===== src/rtl/snd_chan_pkg.sv =====
// Package: register map and shared types for the timer-paced sample channel.
// Assumes two channels share one control register laid out with a stride of
// four bits per channel.
package snd_chan_pkg;

    localparam int unsigned NUM_CH    = 2;
    localparam int unsigned ADDR_W    = 3;
    localparam int unsigned DATA_W    = 16;
    localparam int unsigned SMP_W     = 8;

    localparam logic [ADDR_W-1:0] A_MASTER = 3'd0;
    localparam logic [ADDR_W-1:0] A_CTRL   = 3'd1;

    localparam int unsigned MASTER_BIT = 7;
    localparam int unsigned VOL_BIT    = 2;   // plus channel index
    localparam int unsigned RIGHT_BIT  = 8;   // plus CH_STRIDE * channel
    localparam int unsigned LEFT_BIT   = 9;
    localparam int unsigned TSEL_BIT   = 10;
    localparam int unsigned FLUSH_BIT  = 11;
    localparam int unsigned CH_STRIDE  = 4;

    typedef struct packed {
        logic vol_full;
        logic route_r;
        logic route_l;
        logic tsel;
    } chan_cfg_t;

endpackage


===== src/rtl/snd_byte_fifo.sv =====
// Module: byte FIFO that can accept two bytes and release one byte per cycle.
// Assumes DEPTH is a power of two. A flush has priority over a same-cycle push.
// Bytes that do not fit are dropped, and a pop of an empty queue returns zero.
module snd_byte_fifo #(
    parameter int unsigned DEPTH = 32,
    parameter int unsigned W     = 8,
    localparam int unsigned PTR_W = $clog2(DEPTH),
    localparam int unsigned CNT_W = $clog2(DEPTH + 1) + 1
) (
    input  logic             clk,
    input  logic             rst_n,
    input  logic             flush,
    input  logic             push2,
    input  logic [2*W-1:0]   din,
    input  logic             pop,
    output logic [W-1:0]     dout,
    output logic [CNT_W-1:0] lvl_next
);

    localparam logic [CNT_W-1:0] FULL = CNT_W'(DEPTH);

    logic [W-1:0]     mem [DEPTH];
    logic [PTR_W-1:0] wr_ptr, rd_ptr;
    logic [CNT_W-1:0] level, after_pop;
    logic             pop_eff, acc_lo, acc_hi;

    // Work out which pushes fit once this cycle's pop has been taken into account.
    always_comb begin
        pop_eff   = pop && (level != '0);
        after_pop = level - CNT_W'(pop_eff);
        acc_lo    = push2 && !flush && (after_pop < FULL);
        acc_hi    = push2 && !flush && ((after_pop + CNT_W'(acc_lo)) < FULL);
        lvl_next  = flush ? '0 : (after_pop + CNT_W'(acc_lo) + CNT_W'(acc_hi));
        dout      = (level != '0) ? mem[rd_ptr] : '0;
    end

    // Store the accepted bytes, low byte first.
    always_ff @(posedge clk) begin
        if (acc_lo) mem[wr_ptr] <= din[W-1:0];
        if (acc_hi) mem[wr_ptr + PTR_W'(acc_lo)] <= din[2*W-1:W];
    end

    // Update the pointers and the occupancy.
    always_ff @(posedge clk) begin
        if (!rst_n || flush) begin
            wr_ptr <= '0;
            rd_ptr <= '0;
            level  <= '0;
        end else begin
            wr_ptr <= wr_ptr + PTR_W'(acc_lo) + PTR_W'(acc_hi);
            rd_ptr <= rd_ptr + PTR_W'(pop_eff);
            level  <= lvl_next;
        end
    end

    p_no_overflow_r9: assert property (@(posedge clk) disable iff (!rst_n)
        level <= FULL);
    p_flush_empties_r11: assert property (@(posedge clk) disable iff (!rst_n)
        flush |=> (level == '0));
    p_empty_pop_stays_r10: assert property (@(posedge clk) disable iff (!rst_n)
        (pop && (level == '0) && !push2 && !flush) |=> (level == '0));

endmodule


===== src/rtl/snd_sample_chan.sv =====
// Module: one playback channel. It holds the FIFO, the output sample register
// and the refill pulse. Assumes that tick is already gated by the master
// enable and by the channel's timer choice.
module snd_sample_chan #(
    parameter int unsigned DEPTH     = 32,
    parameter int unsigned LOW_WATER = 16,
    parameter int unsigned W         = 8,
    localparam int unsigned CNT_W    = $clog2(DEPTH + 1) + 1
) (
    input  logic           clk,
    input  logic           rst_n,
    input  logic           tick,
    input  logic           push,
    input  logic [2*W-1:0] push_data,
    input  logic           flush,
    output logic [W-1:0]   sample,
    output logic           refill
);

    localparam logic [CNT_W-1:0] LOW = CNT_W'(LOW_WATER);

    logic [W-1:0]     head;
    logic [CNT_W-1:0] lvl_next;

    snd_byte_fifo #(.DEPTH(DEPTH), .W(W)) u_fifo (
        .clk      (clk),
        .rst_n    (rst_n),
        .flush    (flush),
        .push2    (push),
        .din      (push_data),
        .pop      (tick),
        .dout     (head),
        .lvl_next (lvl_next)
    );

    // On a pop, load the head sample and decide whether to ask for a refill.
    always_ff @(posedge clk) begin
        if (!rst_n) begin
            sample <= '0;
            refill <= 1'b0;
        end else begin
            refill <= tick && (lvl_next <= LOW);
            if (tick) sample <= head;
        end
    end

    p_refill_after_pop_r7: assert property (@(posedge clk) disable iff (!rst_n)
        refill |-> $past(tick));
    p_sample_held_r6: assert property (@(posedge clk) disable iff (!rst_n)
        !tick |=> $stable(sample));

endmodule


===== src/rtl/snd_ctl_regs.sv =====
// Module: register decode for the master enable, the shared control register
// and the FIFO ports. Assumes a single write per cycle. Flush bits are
// returned as one-cycle strobes and are not stored.
module snd_ctl_regs
    import snd_chan_pkg::*;
(
    input  logic                    clk,
    input  logic                    rst_n,
    input  logic                    wr,
    input  logic [ADDR_W-1:0]       addr,
    input  logic [DATA_W-1:0]       wdata,
    output logic                    master,
    output chan_cfg_t [NUM_CH-1:0]  cfg,
    output logic [NUM_CH-1:0]       flush,
    output logic [NUM_CH-1:0]       push,
    output logic [DATA_W-1:0]       rdata
);

    logic gated_wr;
    logic ctl_wr;
    logic [DATA_W-1:0] ctl_rd;

    assign gated_wr = wr && master && (addr != A_MASTER);
    assign ctl_wr   = gated_wr && (addr == A_CTRL);

    // Master enable: always writable.
    always_ff @(posedge clk) begin
        if (!rst_n)                        master <= 1'b0;
        else if (wr && addr == A_MASTER)   master <= wdata[MASTER_BIT];
    end

    for (genvar c = 0; c < NUM_CH; c++) begin : g_ch
        // Per-channel stored fields of the control register.
        always_ff @(posedge clk) begin
            if (!rst_n) begin
                cfg[c] <= '0;
            end else if (ctl_wr) begin
                cfg[c].vol_full <= wdata[VOL_BIT + c];
                cfg[c].route_r  <= wdata[RIGHT_BIT + CH_STRIDE*c];
                cfg[c].route_l  <= wdata[LEFT_BIT  + CH_STRIDE*c];
                cfg[c].tsel     <= wdata[TSEL_BIT  + CH_STRIDE*c];
            end
        end
        assign flush[c] = ctl_wr && wdata[FLUSH_BIT + CH_STRIDE*c];
        assign push[c]  = gated_wr && (addr[ADDR_W-1:1] == 2'(c + 1));
    end

    // Combinational readback. Flush bits are never stored, so they read as zero.
    always_comb begin
        ctl_rd = '0;
        for (int c = 0; c < NUM_CH; c++) begin
            ctl_rd[VOL_BIT + c]               = cfg[c].vol_full;
            ctl_rd[RIGHT_BIT + CH_STRIDE*c]   = cfg[c].route_r;
            ctl_rd[LEFT_BIT  + CH_STRIDE*c]   = cfg[c].route_l;
            ctl_rd[TSEL_BIT  + CH_STRIDE*c]   = cfg[c].tsel;
        end
        rdata = '0;
        if (addr == A_MASTER)    rdata[MASTER_BIT] = master;
        else if (addr == A_CTRL) rdata = ctl_rd;
    end

    p_master_always_r1: assert property (@(posedge clk) disable iff (!rst_n)
        (wr && addr == A_MASTER) |=> (master == $past(wdata[MASTER_BIT])));
    p_ctrl_locked_r2: assert property (@(posedge clk) disable iff (!rst_n)
        (!master && !(wr && addr == A_MASTER)) |=> $stable(cfg));
    p_flush_gated_r2: assert property (@(posedge clk) disable iff (!rst_n)
        !master |-> (flush == '0 && push == '0));

endmodule


===== src/rtl/timer_sample_chan.sv =====
// Module: top level of the two-channel timer-paced sample player. Each
// channel follows the overflow of the timer it has selected, and only while
// the master enable is set. Assumes the overflow inputs are one-cycle pulses
// in the clk domain.
module timer_sample_chan
    import snd_chan_pkg::*;
#(
    parameter int unsigned FIFO_DEPTH = 32,
    parameter int unsigned LOW_WATER  = 16
) (
    input  logic              clk,
    input  logic              rst_n,
    input  logic              reg_wr,
    input  logic [2:0]        reg_addr,
    input  logic [15:0]       reg_wdata,
    output logic [15:0]       reg_rdata,
    input  logic [1:0]        tmr_ovf,
    output logic [7:0]        sample_a,
    output logic [7:0]        sample_b,
    output logic [1:0]        refill_req,
    output logic [1:0]        route_left,
    output logic [1:0]        route_right,
    output logic [1:0]        vol_full
);

    logic                   master;
    chan_cfg_t [NUM_CH-1:0] cfg;
    logic [NUM_CH-1:0]      flush, push, tick;
    logic [SMP_W-1:0]       smp [NUM_CH];

    snd_ctl_regs u_regs (
        .clk   (clk),
        .rst_n (rst_n),
        .wr    (reg_wr),
        .addr  (reg_addr),
        .wdata (reg_wdata),
        .master(master),
        .cfg   (cfg),
        .flush (flush),
        .push  (push),
        .rdata (reg_rdata)
    );

    for (genvar c = 0; c < NUM_CH; c++) begin : g_chan
        assign tick[c]        = master && tmr_ovf[cfg[c].tsel];
        assign route_left[c]  = cfg[c].route_l;
        assign route_right[c] = cfg[c].route_r;
        assign vol_full[c]    = cfg[c].vol_full;

        snd_sample_chan #(
            .DEPTH    (FIFO_DEPTH),
            .LOW_WATER(LOW_WATER),
            .W        (SMP_W)
        ) u_chan (
            .clk      (clk),
            .rst_n    (rst_n),
            .tick     (tick[c]),
            .push     (push[c]),
            .push_data(reg_wdata),
            .flush    (flush[c]),
            .sample   (smp[c]),
            .refill   (refill_req[c])
        );
    end

    assign sample_a = smp[0];
    assign sample_b = smp[1];

    p_idle_quiet_r2: assert property (@(posedge clk) disable iff (!rst_n)
        !master |=> (refill_req == '0));

endmodule


===== config.mk =====
export PLATFORM = sky130hd
export DESIGN_NAME = timer_sample_chan
export DESIGN_NICKNAME = d
export VERILOG_FILES = /design/src/rtl/snd_chan_pkg.sv /design/src/rtl/snd_byte_fifo.sv /design/src/rtl/snd_sample_chan.sv /design/src/rtl/snd_ctl_regs.sv /design/src/rtl/timer_sample_chan.sv
export SDC_FILE = /design/constraint.sdc
export NUM_CORES = 1
export LEC_CHECK = 0
export BUFFER_PORTS_ARGS = -buffer_cell sky130_fd_sc_hd__buf_2
export CORE_ASPECT_RATIO = 0.75
export CORE_MARGIN = 2
export CORE_UTILIZATION = 60
export DETAILED_ROUTE_END_ITERATION = 6
export PLACE_DENSITY_LB_ADDON = 0.12
export SLEW_MARGIN = 20
export SYNTH_ARGS = -nofsm -noshare
export SYNTH_HDL_FRONTEND = slang
export SYNTH_HIERARCHICAL = 1
export SYNTH_SLANG_ARGS = --single-unit
export TNS_END_PERCENT = 1

===== constraint.sdc =====
create_clock -name clk -period 9.9 [get_ports clk]
set_clock_uncertainty 0.15 [all_clocks]
set_input_delay 0.495 -clock clk [delete_from_list [all_inputs] [get_ports clk]]
set_output_delay 0.495 -clock clk [all_outputs]
set_load 0.05 [all_outputs]

==> results.sh, run 1 <==
export IMPL_drive_gt1_frac=0.439
export IMPL_grt_usage=0.303
export IMPL_num_vias=19500
export IMPL_grt_ovfl_total=0
export IMPL_ctsResizeCount=0
export IMPL_multi_input_area_um2=14500
export IMPL_power_density_nw_per_um2=145
export IMPL_avgSynthCellArea_um2=15.1
export IMPL_post_route_non_filler_standard_cell_count=2853
export IMPL_hold_viol=0
export IMPL_drt_antenna_violating_nets=0
export IMPL_seq_cell_area_um2=16600
export IMPL_yosys_register_bits=573
export IMPL_post_place_ws_ns=2.35
export IMPL_cts_setup_buffers=0
export IMPL_run_status="finished, final reports clean"
export IMPL_initial_antenna_violation_count=4
export IMPL_number_of_enable_type_register_cells_in_the_synthesized_netlist=512
export IMPL_total_leakage_power_nw=11.1
export IMPL_initial_utilization=0.605
export IMPL_synth_sequential_area_ratio=0.518
export IMPL_critical_path_reg2reg_endpoint="g_chan[1].u_chan/refill"
export IMPL_area_growth_pct=8.04
export IMPL_first_pass_iters=5
export IMPL_avgViaCountPerCell=6.84
export IMPL_slew_at_the_pin_closest_to_its_max_slew_limit_ns=1.25
export IMPL_die_y_um=204
export IMPL_synthDistinctLibCells=93
export IMPL_worst_skew_pair_late_latency_ns=0.62
export IMPL_startpoint="g_chan[1].u_chan/u_fifo/level[2]"
export IMPL_placement_io_buffers=56
export IMPL_ys_warn_count=6
export IMPL_primary_ff_master_synth="sky130_fd_sc_hd__edfxtp_1"
export IMPL_final_core_utilization=0.654
export IMPL_path_max_fanout=33
export IMPL_maxCapViolations=0
export IMPL_achievable_frequency_mhz=139
export IMPL_synth_top_cells_by_area="sky130_fd_sc_hd__edfxtp_1 48%, sky130_fd_sc_hd__mux2_2 17%, sky130_fd_sc_hd__mux4_2 11%"
export IMPL_period_minus_slack_ns=7.19
export IMPL_layout_cells_most_common_list="512 x sky130_fd_sc_hd__edfxtp_1, 473 x sky130_fd_sc_hd__mux2_2, 160 x sky130_fd_sc_hd__mux4_2"
export IMPL_end_kind="flop"
export IMPL_dpl_instance_area_um2=32800
export IMPL_grt_pass1_wl_um=124000
export IMPL_endpoint="g_chan[1].u_chan/refill"
export IMPL_synth_top_area_frac=0.480
export IMPL_final_common_cell="sky130_fd_sc_hd__edfxtp_1"
export IMPL_rr_worst_depth=22
export IMPL_worst_ep_arrival_time_ns=7.55
export IMPL_critPathKind="reg2reg"
export IMPL_mappedNetlistArea_um2=32000
export IMPL_min_period_over_period=0.726
export IMPL_timing_max_transition_violations_final=0
export IMPL_chipWidth_um=271
export IMPL_final_hold_worst_slack_ns=0.140
export IMPL_fill_cells=3720
export IMPL_count_of_h_tree_levels_built_during_cts=2
export IMPL_wl_per_cell_um=29.3
export IMPL_final_design_area_no_fill_um2=34600
export IMPL_cts_made_buffers=57
export IMPL_clk_pin_slew_ns=0.06
export IMPL_drtIter0Drc=2273
export IMPL_layout_nets=2140
export IMPL_fp_coreArea_um2=52900
export IMPL_classification_of_the_worst_slack_hold_path="in2reg"
export IMPL_clock_path_buffers=3
export IMPL_grt_pass1_vias=18800
export IMPL_floorplan_die_area_um2=55200
export IMPL_num_io_pins=64
export IMPL_numPlacedInstances=2745
export IMPL_yosysTopAreaCell="sky130_fd_sc_hd__edfxtp_1"
export IMPL_cts_hold_buffers_added=0
export IMPL_placementRows=73
export IMPL_clockRootBuffer="sky130_fd_sc_hd__clkbuf_16"
export IMPL_r2r_start="g_chan[1].u_chan/u_fifo/level[2]"
export IMPL_gp_congestion=0.919
export IMPL_rsz0062_at_grt="false"
export IMPL_async_flop_share=0
export IMPL_start_kind="flop"
export IMPL_vdd_drop_max_v=0.000145
export IMPL_worst_endpoint_required_ns=10.26
export IMPL_grt_max_degree=67
export IMPL_clock_tree_from_tritoncts="yes"
export IMPL_dp_hpwl_um=51500
export IMPL_worst_r2r_setup_slack_ns=2.71
export IMPL_setup_viol=0
export IMPL_remaining_drcs=0
export IMPL_post_layout_total_power_mw=5.01
export IMPL_remaining_max_slew_budget_at_the_tightest_pin=0.164
export IMPL_syn_instance_count=2114
export IMPL_setup_slack_ns=2.71
export IMPL_routed_wirelength_um=83500
export IMPL_tns_ns=0
export IMPL_cts_num_sinks=573
==> synth_stat cells, drive strengths merged, types with 27 or more instances <==
cell	instances
edfxtp	512
mux2	512
mux4	160
clkbuf	147
nor2	69
nand2	66
dfxtp	61
o21ai	59
buf	55
mux2i	47
nor2b	46
and2	31
o211ai	27
==> report_power, final <==
part	total [mW]	switching [mW]	internal (mW)	leakage, nW
Clock	2.07	0.927	1.14	0.865
Sequential	2.64	0.00577	2.63	5.09
Combinational	0.309	0.188	0.122	5.15
==> sequential cells by signal (all words and copies together), names as in the netlist <==
signal and cells:
g_chan.u_chan/refill 2, g_chan.u_chan/u_fifo/level 14, u_regs/cfg 8, u_regs/master 1
g_chan.u_chan/u_fifo/wr_ptr 10, g_chan.u_chan/sample 16, g_chan.u_chan/u_fifo/mem 512, g_chan.u_chan/u_fifo/rd_ptr 10
==> worst min path at each step <==
stage | start | end | slack (ns) | depth (start not counted)
CTS | reg_addr[0] | u_regs/master | 0.11 | 4
detailed placement | u_regs/cfg[2] | u_regs/cfg[2] | 0.32 | 2
global placement | u_regs/cfg[7] | u_regs/cfg[7] | 0.30 | 2
global route | reg_addr[0] | u_regs/master | 0.18 | 4
floorplan | u_regs/cfg[0] | u_regs/cfg[0] | 0.31 | 2
finish | reg_addr[0] | u_regs/master | 0.14 | 4
==> area by class of cell <==
class	count	share of cell area
Multi-Input combinational cell	1329	0.421
Inverter	16	0.00174
Clock inverter	31	0.00499
Sequential cell	573	0.480
Antenna cell	2	0.000145
Clock buffer	75	0.0456
Tap cell	712	0.0258
Timing Repair Buffer	115	0.0209
==> cell families (layout without fill, tap and decap cells) <==
family / after synthesis / after routing / synth area share
AOI/OAI and AO/OA: 204 / 204 / 0.0608
xor gates and xnor gates: 44 / 44 / 0.0132
adders and majority gates: 24 / 24 / 0.00938
buffers and inverters: 218 / 237 / 0.0301
DFF: 573 / 573 / 0.518
muxes: 719 / 719 / 0.311
other: 1 / 9 / 0.000117
and+or+nand+nor: 331 / 331 / 0.0568
==> metal layers <==
| layer | vias up | GRT usage | routed length [µm] | part of all wire |
|---|---|---|---|---|
| li1 | 8288 | - | - | - |
| met1 | 10100 | 0.481 | 37800 | 0.45 |
| met2 | 1041 | 0.420 | 34900 | 0.42 |
| met3 | 102 | 0.0775 | 9430 | 0.11 |
| met4 | 0 | 0.0633 | 1350 | 0.016 |
| met5 | - | 0 | 0 | 0 |
==> worst max-delay path, stage by stage (launching register included) <==
cell	delay, ns
sky130_fd_sc_hd__dfxtp_1	0.45
sky130_fd_sc_hd__nor2_1	0.20
sky130_fd_sc_hd__nand2_1	0.08
sky130_fd_sc_hd__nor4_2	0.53
sky130_fd_sc_hd__nor2b_1	0.15
sky130_fd_sc_hd__ha_1	0.25
sky130_fd_sc_hd__ha_1	0.30
sky130_fd_sc_hd__nor3b_4	0.21
sky130_fd_sc_hd__nand2_1	0.20
sky130_fd_sc_hd__xnor2_1	0.19
sky130_fd_sc_hd__nor3_1	0.67
sky130_fd_sc_hd__ha_1	0.35
sky130_fd_sc_hd__nand2b_1	0.16
sky130_fd_sc_hd__xnor3_1	0.23
sky130_fd_sc_hd__and4_2	0.24
sky130_fd_sc_hd__buf_4	0.66
sky130_fd_sc_hd__nor2_2	0.33
sky130_fd_sc_hd__nor2_1	0.25
sky130_fd_sc_hd__ha_1	0.21
sky130_fd_sc_hd__ha_1	0.23
sky130_fd_sc_hd__nor2b_1	0.14
sky130_fd_sc_hd__or4_4	0.53
sky130_fd_sc_hd__a2111oi_2	0.35
(Power assumes the default switching activity.)
==> run 2, diff against run 1 <==
==> constraint.sdc (replaced) <==
create_clock -name clk -period 7.1 [get_ports clk]
set_clock_uncertainty 0.15 [all_clocks]
set_input_delay 0.355 -clock clk [delete_from_list [all_inputs] [get_ports clk]]
set_output_delay 0.355 -clock clk [all_outputs]
set_load 0.05 [all_outputs]
==> run 2 against run 1 <==
- utilization is 0.080 points higher
- critical path depth is 4 lower
- clock power is 40% higher
- via count is 0.95% higher
- routed wire length is 2.8% higher
- power is 40% higher
- first-iteration DRC count is 2.7% higher
- combinational power is 43% higher
- non-clock buffer count is 7 higher
- final cell count is 0.14% higher
- sequential share of layout area is 0.055 points lower
- register-to-register slack worse by 2.3 ns
- critical path type unchanged
- critical endpoint is now g_chan[1].u_chan/u_fifo/mem[23][6]
- largest cell class unchanged
- largest power group unchanged
==> results.sh, run 2 (synthesis results as in run 1) <==
export IMPL_worst_skew_pair_late_latency_ns=0.62
export IMPL_fp_coreArea_um2=52900
export IMPL_vdd_drop_max_v=0.000170
export IMPL_first_pass_iters=6
export IMPL_final_common_cell="sky130_fd_sc_hd__edfxtp_1"
export IMPL_min_path_cells=3
export IMPL_min_period_over_period=0.939
export IMPL_total_leakage_power_nw=11.1
export IMPL_maxCapViolations=0
export IMPL_cts_setup_buffers=0
export IMPL_critPathKind="reg2reg"
export IMPL_chipWidth_um=271
export IMPL_classification_of_the_worst_slack_hold_path="in2reg"
export IMPL_cts_num_sinks=573
export IMPL_remaining_max_slew_budget_at_the_tightest_pin=0.202
export IMPL_remaining_drcs=0
export IMPL_initial_antenna_violation_count=3
export IMPL_largestRegisters="g_chan.u_chan/u_fifo/mem: 512 flops, g_chan.u_chan/sample: 16 flops, g_chan.u_chan/u_fifo/level: 14 flops"
export IMPL_setup_viol=0
export IMPL_drt_antenna_violating_nets=0
export IMPL_grt_ovfl_total=0
export IMPL_gp_congestion=0.890
export IMPL_clock_tree_from_tritoncts="yes"
export IMPL_clockRootBuffer="sky130_fd_sc_hd__clkbuf_16"
export IMPL_max_flop_register="g_chan.u_chan/u_fifo/mem"
export IMPL_post_layout_total_power_mw=7.01
export IMPL_final_hold_worst_slack_ns=0.194
export IMPL_floorplan_die_area_um2=55200
export IMPL_worst_ep_arrival_time_ns=6.75
export IMPL_path_max_fanout=11
export IMPL_grt_max_degree=67
export IMPL_startpoint="g_chan[1].u_chan/u_fifo/level[2]"
export IMPL_end_kind="flop"
export IMPL_achievable_frequency_mhz=150
export IMPL_grt_usage=0.311
export IMPL_power_density_nw_per_um2=203
export IMPL_dp_hpwl_um=52400
export IMPL_area_growth_pct=8.18
export IMPL_worst_endpoint_required_ns=7.18
export IMPL_worst_hold_startpoint="rst_n"
export IMPL_period_minus_slack_ns=6.66
export IMPL_seq_cell_area_um2=16600
export IMPL_layout_nets=2147
export IMPL_run_status="finished, final reports clean"
export IMPL_clk_pin_slew_ns=0.07
export IMPL_placement_io_buffers=56
export IMPL_start_kind="flop"
export IMPL_cts_made_buffers=57
export IMPL_dpl_instance_area_um2=32800
export IMPL_die_y_um=204
export IMPL_r2r_start="g_chan[1].u_chan/u_fifo/level[2]"
export IMPL_drive_gt1_frac=0.438
export IMPL_critical_path_reg2reg_endpoint="g_chan[1].u_chan/u_fifo/mem[23][6]"
export IMPL_n_antenna_cell=0
export IMPL_multi_input_area_um2=14600
export IMPL_num_io_pins=64
export IMPL_slew_at_the_pin_closest_to_its_max_slew_limit_ns=1.20
export IMPL_timing_max_transition_violations_final=0
export IMPL_clock_path_buffers=3
export IMPL_wl_per_cell_um=30.0
export IMPL_initial_utilization=0.605
export IMPL_routed_wirelength_um=85800
export IMPL_placementRows=73
export IMPL_final_design_area_no_fill_um2=34600
export IMPL_num_vias=19700
export IMPL_rsz0062_at_grt="false"
export IMPL_drtIter0Drc=2334
export IMPL_largest_reg_flops=512
export IMPL_hold_end="u_regs/cfg[7]"
export IMPL_layout_cells_most_common_list="512 x sky130_fd_sc_hd__edfxtp_1, 473 x sky130_fd_sc_hd__mux2_2, 160 x sky130_fd_sc_hd__mux4_2"
export IMPL_hold_viol=0
export IMPL_worst_r2r_setup_slack_ns=0.44
export IMPL_grt_pass1_wl_um=127000
export IMPL_tns_ns=0
export IMPL_rr_worst_depth=18
export IMPL_grt_pass1_vias=19000
export IMPL_count_of_h_tree_levels_built_during_cts=2
export IMPL_avgViaCountPerCell=6.90
export IMPL_fill_cells=3725
run 2: per-layer routing:
metal	vias up	track usage	share of wire
met1	10200	0.484	0.44
met4	0	0.0744	0.019
met2	1099	0.425	0.42
li1	8293	-	-
met5	-	0	0
met3	118	0.0956	0.12
run 2: how the worst max path moves through the flow:
stage | to | slack (ns) | cells after the start
floorplan | g_chan[0].u_chan/refill | 0.54 | 24
global placement | g_chan[0].u_chan/refill | 0.46 | 24
detailed placement | g_chan[0].u_chan/refill | 0.37 | 24
CTS | g_chan[0].u_chan/refill | 0.32 | 24
global route | g_chan[1].u_chan/u_fifo/mem[23][6] | 0.003 | 18
finish | g_chan[1].u_chan/u_fifo/mem[23][6] | 0.44 | 18
run 2: metrics by stage:
stage / cells / setup WS (ns) / util
floorplan: 2120 / 0.540 / -
global placement: 2749 / 0.465 / 0.620
detailed placement: 2749 / 0.367 / 0.620
CTS: 2856 / 0.325 / 0.654
global route: 2857 / 0.00317 / 0.655
finish: 2857 / 0.435 / 0.655
run 2: timing repair:
item	CTS	global route
hold endpoints to repair	3	0
endpoints found under the setup margin	0	1
resized for setup	0	2
hold buffers	2	0
run 2: area by class of cell:
class,instances,area share
multi-input combinational,1329,0.420
sequential,573,0.480
timing repair buffer,122,0.0228
clock buffer,72,0.0431
inverter,16,0.00173
tap,712,0.0257
clock inverter,33,0.00687
run 2: power by group:
| group | switching, mW | total, mW | internal (mW) |
|---|---|---|---|
| clock network | 1.30 | 2.89 | 1.59 |
| registers | 0.00861 | 3.68 | 3.67 |
| logic | 0.270 | 0.443 | 0.173 |
run 2: critical path, cell delays in order, from the launching register on:
cell and delay [ns]:
sky130_fd_sc_hd__dfxtp_1 0.65, sky130_fd_sc_hd__nor2_1 0.11, sky130_fd_sc_hd__nand2_1 0.12, sky130_fd_sc_hd__nor4_1 0.06
sky130_fd_sc_hd__buf_4 0.17, sky130_fd_sc_hd__nor2b_1 0.16, sky130_fd_sc_hd__ha_1 0.22, sky130_fd_sc_hd__ha_1 0.38
sky130_fd_sc_hd__nor3b_4 0.32, sky130_fd_sc_hd__nand2_1 0.18, sky130_fd_sc_hd__xnor2_1 0.26, sky130_fd_sc_hd__nor3_1 0.77
sky130_fd_sc_hd__ha_1 0.38, sky130_fd_sc_hd__ha_1 0.40, sky130_fd_sc_hd__nor3b_1 0.24, sky130_fd_sc_hd__a41oi_1 0.13
sky130_fd_sc_hd__nor2b_1 0.71, sky130_fd_sc_hd__nand2_1 0.13, sky130_fd_sc_hd__o22ai_1 0.74
